$ cat src/rtl/pad_pkg.sv
package pad_pkg;

  localparam int unsigned PAD_BTN_COUNT = 8;

  // Position of each button in the serial order (bit index of btn_in)
  typedef enum logic [2:0] {
    PAD_A      = 3'd0,
    PAD_B      = 3'd1,
    PAD_SELECT = 3'd2,
    PAD_START  = 3'd3,
    PAD_UP     = 3'd4,
    PAD_DOWN   = 3'd5,
    PAD_LEFT   = 3'd6,
    PAD_RIGHT  = 3'd7
  } pad_btn_e;

endpackage

$ cat src/rtl/pad_strobe_reg.sv
module pad_strobe_reg (
  input  logic clk,
  input  logic rst,
  input  logic wr_en,
  input  logic wr_bit,
  output logic strobe_q
);

  always_ff @(posedge clk) begin
    if (rst)
      strobe_q <= 1'b0;
    else if (wr_en)
      strobe_q <= wr_bit;
  end

endmodule

$ cat src/rtl/pad_shifter.sv
module pad_shifter #(
  parameter int unsigned N_BTN    = 8,
  parameter logic        FILL_BIT = 1'b1
) (
  input  logic             clk,
  input  logic             rst,
  input  logic             strobe_q,
  input  logic             shift_en,
  input  logic [N_BTN-1:0] btn_in,
  output logic             head
);

  localparam logic [N_BTN-1:0] EMPTY = {N_BTN{FILL_BIT}};

  logic [N_BTN-1:0] sr_q;

  // Strobe high: reload every clock. Strobe low: shift toward bit 0 on each read.
  always_ff @(posedge clk) begin
    if (rst)
      sr_q <= EMPTY;
    else if (strobe_q)
      sr_q <= btn_in;
    else if (shift_en)
      sr_q <= {FILL_BIT, sr_q[N_BTN-1:1]};
  end

  assign head = sr_q[0];

endmodule

$ cat src/rtl/pad_readout.sv
module pad_readout (
  input  logic clk,
  input  logic rst,
  input  logic rd_en,
  input  logic strobe_q,
  input  logic live_first,
  input  logic head,
  output logic rd_bit
);

  always_ff @(posedge clk) begin
    if (rst)
      rd_bit <= 1'b0;
    else if (rd_en)
      rd_bit <= strobe_q ? live_first : head;
  end

endmodule

$ cat src/rtl/pad_serial_port.sv
module pad_serial_port #(
  parameter int unsigned N_BTN    = pad_pkg::PAD_BTN_COUNT,
  parameter logic        FILL_BIT = 1'b1
) (
  input  logic             clk,
  input  logic             rst,
  input  logic [N_BTN-1:0] btn_in,
  input  logic             wr_en,
  input  logic             wr_bit,
  input  logic             rd_en,
  output logic             rd_bit
);

  logic strobe_q;
  logic head;

  pad_strobe_reg u_strobe (
    .clk      (clk),
    .rst      (rst),
    .wr_en    (wr_en),
    .wr_bit   (wr_bit),
    .strobe_q (strobe_q)
  );

  pad_shifter #(.N_BTN(N_BTN), .FILL_BIT(FILL_BIT)) u_shift (
    .clk      (clk),
    .rst      (rst),
    .strobe_q (strobe_q),
    .shift_en (rd_en),
    .btn_in   (btn_in),
    .head     (head)
  );

  pad_readout u_out (
    .clk        (clk),
    .rst        (rst),
    .rd_en      (rd_en),
    .strobe_q   (strobe_q),
    .live_first (btn_in[0]),
    .head       (head),
    .rd_bit     (rd_bit)
  );

endmodule

$ cat config.mk
export PLATFORM = sky130hd
export DESIGN_NAME = pad_serial_port
export DESIGN_NICKNAME = d
export VERILOG_FILES = /design/src/rtl/pad_pkg.sv /design/src/rtl/pad_strobe_reg.sv /design/src/rtl/pad_shifter.sv /design/src/rtl/pad_readout.sv /design/src/rtl/pad_serial_port.sv
export SDC_FILE = /design/constraint.sdc
export NUM_CORES = 1
export LEC_CHECK = 0
export BUFFER_PORTS_ARGS = -buffer_cell sky130_fd_sc_hd__buf_2
export CAP_MARGIN = 25
export CORE_AREA = 8 8 45 47
export DETAILED_ROUTE_END_ITERATION = 7
export DIE_AREA = 0 0 53 55
export PLACE_DENSITY_LB_ADDON = 0.12
export SKIP_CTS_REPAIR_TIMING = 1
export SYNTH_ARGS = -nofsm -noshare
export SYNTH_HDL_FRONTEND = slang
export SYNTH_SLANG_ARGS = --single-unit
$ cat constraint.sdc
create_clock -name clk -period 1.3 [get_ports clk]
set_clock_uncertainty 0.15 [all_clocks]
set_input_delay 0.13 -clock clk [delete_from_list [all_inputs] [get_ports clk]]
set_output_delay 0.13 -clock clk [all_outputs]
set_load 0.01 [all_outputs]
; ---- Yosys cells after proc, flatten, opt, wreduce, memory -nomap -nowiden
; Index checks and enable logic that the tools add are counted.
[word_totals]
reg_bits = 10
in_bits = 13
[classes]
mux = 3
n_reduce_logical = 1
[op_table]
columns = operator, count
row1 = two-way mux 8 bit, 2
row2 = nonzero test 2 bit, 1
row3 = two-way mux 1 bit, 1

; ---- Logic depth before layout (Yosys ltp)
[depth]
word_depth = 2
depth_mapped = 3
ltp_nobuf = 2

; ---- By module
; From an unflattened synthesis, not the netlist that was laid out.
[unflattened]
hier_cells = 42
area_unflattened_um2 = 445.4
[modules_own_cells]
columns = mod, instances, cells_per_inst, area_each_um2
row1 = pad_shifter, 1, 35, 365.4
row2 = pad_readout, 1, 4, 46.3
row3 = pad_strobe_reg, 1, 3, 33.8

; ---- Least setup slack after synthesis
; Ideal clock, no wire load.
[synth_timing]
path_kind = register to register
from = register u_strobe.strobe_q
to = register u_shift.sr_q[0]
setup_time_ps = 127
arrival_ps = 705
t_required_ps = 1023
setup_slack_ps = 318
stages_incl_launch_ff = 4
path_buffers = 1
synth_period_minus_slack_ps = 982
cell_sequence = dfxtp_1 buf_4 nor2_2 a21oi_1
[synth_between]
elab_chain_cells = 1
[synth_lines]
columns = item, line_no
row1 = "start, declared", pad_strobe_reg.sv:6  ; output logic strobe_q
row2 = "start signal, assigned", pad_strobe_reg.sv:13  ; strobe_q <= wr_bit;
row3 = two-way mux 8 bit or nonzero test 2 bit (tied branches), -
row4 = "end signal, assigned", pad_shifter.sv:22  ; sr_q <= btn_in;
row5 = "end signal, assigned", pad_shifter.sv:24  ; sr_q <= {FILL_BIT, sr_q[N_BTN-1:1]};
row6 = "end, declared", pad_shifter.sv:15  ; logic [N_BTN-1:0] sr_q;
; Several ways; a longest one is shown, not always the timed one.
; A chain may end at the register's enable or synchronous reset.

==> flow_summary.yaml <==
status:
  status: "complete, but fails checks"
  failed_checks: "hold timing"
setup_path:
  cp_max_fo: 8
  r2r_slack_ns: 0.14
  endpoint_kind: "flop"
  r2r_start: "u_strobe.strobe_q"
  worst_r2r_endpoint: "u_out.rd_bit"
  cp.required_ns: 1.28
  critPathKind: "primary input to flop"
  startpoint_type: "primary input"
  reg2reg_depth: 2
  crit_arrival_ns: 1.19
placed_design:
  place_area_um2: 502
  gp_congestion: 0.621
  pre_cts_ws_ns: 0.157
  dp.cells: 66
  io_buffers: 13
  hpwl_um: 742
cts:
  h-tree-depth: 1
  root_buffer: "clkbuf_4"
  path_clk_slew_ns: 0.06
  clock_path_buffers: 2
  clock_latency_ns: 0.26
  cts_sinks: 10
  numCtsBuffers: 3
  cts_tree: "done"
sta:
  tns_ns: 0
  max_freq_mhz: 826
  period_share: 0.932
  hold_violations: 6
  max_slew_margin: 0.785
  timing.final.ws_setup_ns: 0.0886
  rsz0062_at_grt: "no"
  period_needed_ns: 1.21
  setup_violations: 0
  worst_slew_pin_slew_ns: 0.322
  hold_ws_ns: -0.0291
  slew_viol_final: 0
cells_and_area:
  antennaDiodeCount: 0
  final_cell_mix: "buf_2 (13), dfxtp_1 (10), mux2i_1 (9)"
  fin_cells: 74
  area_growth_pct: 31.5
  final_area_um2: 574
  final_common_cell: "buf_2"
  nNetsFinal: 73
  drive_gt1_frac: 0.328
pwr:
  vdd_drop_max_mv: 0.500
  powerDensity_mw_per_mm2: 1080
  power.leakage_nw: 0.258
die:
  io_pins: 14
  dieArea_mm2: 0.00292
  initial_utilization: 0.316
  die_w_um: 53
  die_h_um: 55
  coreArea_mm2: 0.00138
  num_rows: 14
global_routing:
  grt_max_degree: 11
  antenna_found_initial: 0
  grt_pass1_vias: 353
  grt_pass1_wl_mm: 1.48
  grt_remaining_overflow: 0
  track_usage: 0.0702
drt:
  first_iter_violations: 1
  route.detailed.drc: 0
  antenna_left: 0
  drt_pass1_iterations: 4
  vias: 353
  drt_wl_total_um: 960
  routedWlPerCell_um: 13.0
  viasPerCell: 4.77
yosys:
  ys_seq_area_frac: 0.458
  syn_nets: 53
  ys_ff_latch: 10
  syn_area_um2: 437
  yosysUniqueCellTypes: 14
  synth.avg_cell_area_um2: 10.9
  synth_cells: 40
  ys_warn_count: 0
run:
  drv_cap: 0
min_path:
  hp-class: "primary input to flop"
  min_path_cells: 2
  hold_start: "btn_in[6]"
  min_to: "u_shift.sr_q[6]"
==> cell type report <==
class	count	area, µm²
fillers	141	810
multi-input cells	27	216
flip-flops and latches	10	200
repair buffers	18	115
clock buffers	3	22.5
well taps	16	20.0
==> stage by stage <==
| stage | total power [mW] | utilization | hold WS (ns) |
|---|---|---|---|
| floorplan | 0.392 | - | 0.127 |
| global placement | 0.414 | 0.363 | 0.221 |
| detailed placement | 0.419 | 0.363 | 0.236 |
| CTS | 0.619 | 0.379 | -0.0298 |
| global route | 0.654 | 0.415 | -0.00558 |
| finish | 0.622 | 0.415 | -0.0291 |
==> how the worst max path moves through the flow <==
stage / startpoint / to / cells after the start
after floorplan: u_strobe.strobe_q / u_shift.sr_q[0] / 3
after global placement: u_strobe.strobe_q / u_out.rd_bit / 2
after detailed placement: u_strobe.strobe_q / u_out.rd_bit / 2
after CTS: u_strobe.strobe_q / u_out.rd_bit / 2
after global routing: rst / u_shift.sr_q[6] / 4
final: rst / u_shift.sr_q[3] / 4
==> critical path, stage by stage <==
cell           delay [ns]
dlygate4sd3_1        0.53
buf_2                0.17
nand2b_2             0.22
a2bb2oi_1            0.14
==> power by group <==
| part | switching (mW) | total, mW | internal (mW) |
|---|---|---|---|
| clock | 0.0942 | 0.201 | 0.106 |
| sequential | 0.0120 | 0.335 | 0.323 |
| combinational | 0.0355 | 0.0869 | 0.0514 |
| total | 0.142 | 0.622 | 0.481 |
==> cell families after synthesis <==
group | count (synthesis) | share of synthesized area
muxes | 9 | 0.206
and+or+nand+nor | 9 | 0.129
buffers and inverters | 3 | 0.0458
DFF | 10 | 0.458
AOI/OAI and AO/OA | 9 | 0.160
==> state kept, by name (all words and copies together) (netlist names) <==
| register | count |
|---|---|
| u_strobe.strobe_q | 1 |
| u_shift.sr_q | 8 |
| u_out.rd_bit | 1 |
==> cells in the mapped netlist <==
| cell type | n | area share |
|---|---|---|
| dfxtp_1 | 10 | 0.46 |
| mux2i_1 | 9 | 0.21 |
| a2bb2oi_1 | 4 | 0.080 |
| a21oi_1 | 3 | 0.034 |
| nor3b_1 | 3 | 0.052 |
| buf_4 | 2 | 0.034 |
| nor2_1 | 2 | 0.017 |
| a211oi_2 | 1 | 0.029 |
| buf_2 | 1 | 0.011 |
| nand2b_2 | 1 | 0.020 |
| nor2_2 | 1 | 0.014 |
| nor2b_1 | 1 | 0.014 |
| nor3_1 | 1 | 0.011 |
| o21bai_1 | 1 | 0.017 |
==> per-layer routing <==
layer | share of wire | routed length, µm | up-vias | GRT usage
li1 | - | - | 183 | -
met1 | 0.42 | 402 | 157 | 0.0736
met2 | 0.49 | 467 | 13 | 0.115
met3 | 0.094 | 90 | 0 | 0.0401
met4 | 0 | 0 | 0 | 0.0259
met5 | 0 | 0 | - | 0
Power figures use the tool's default switching activity.
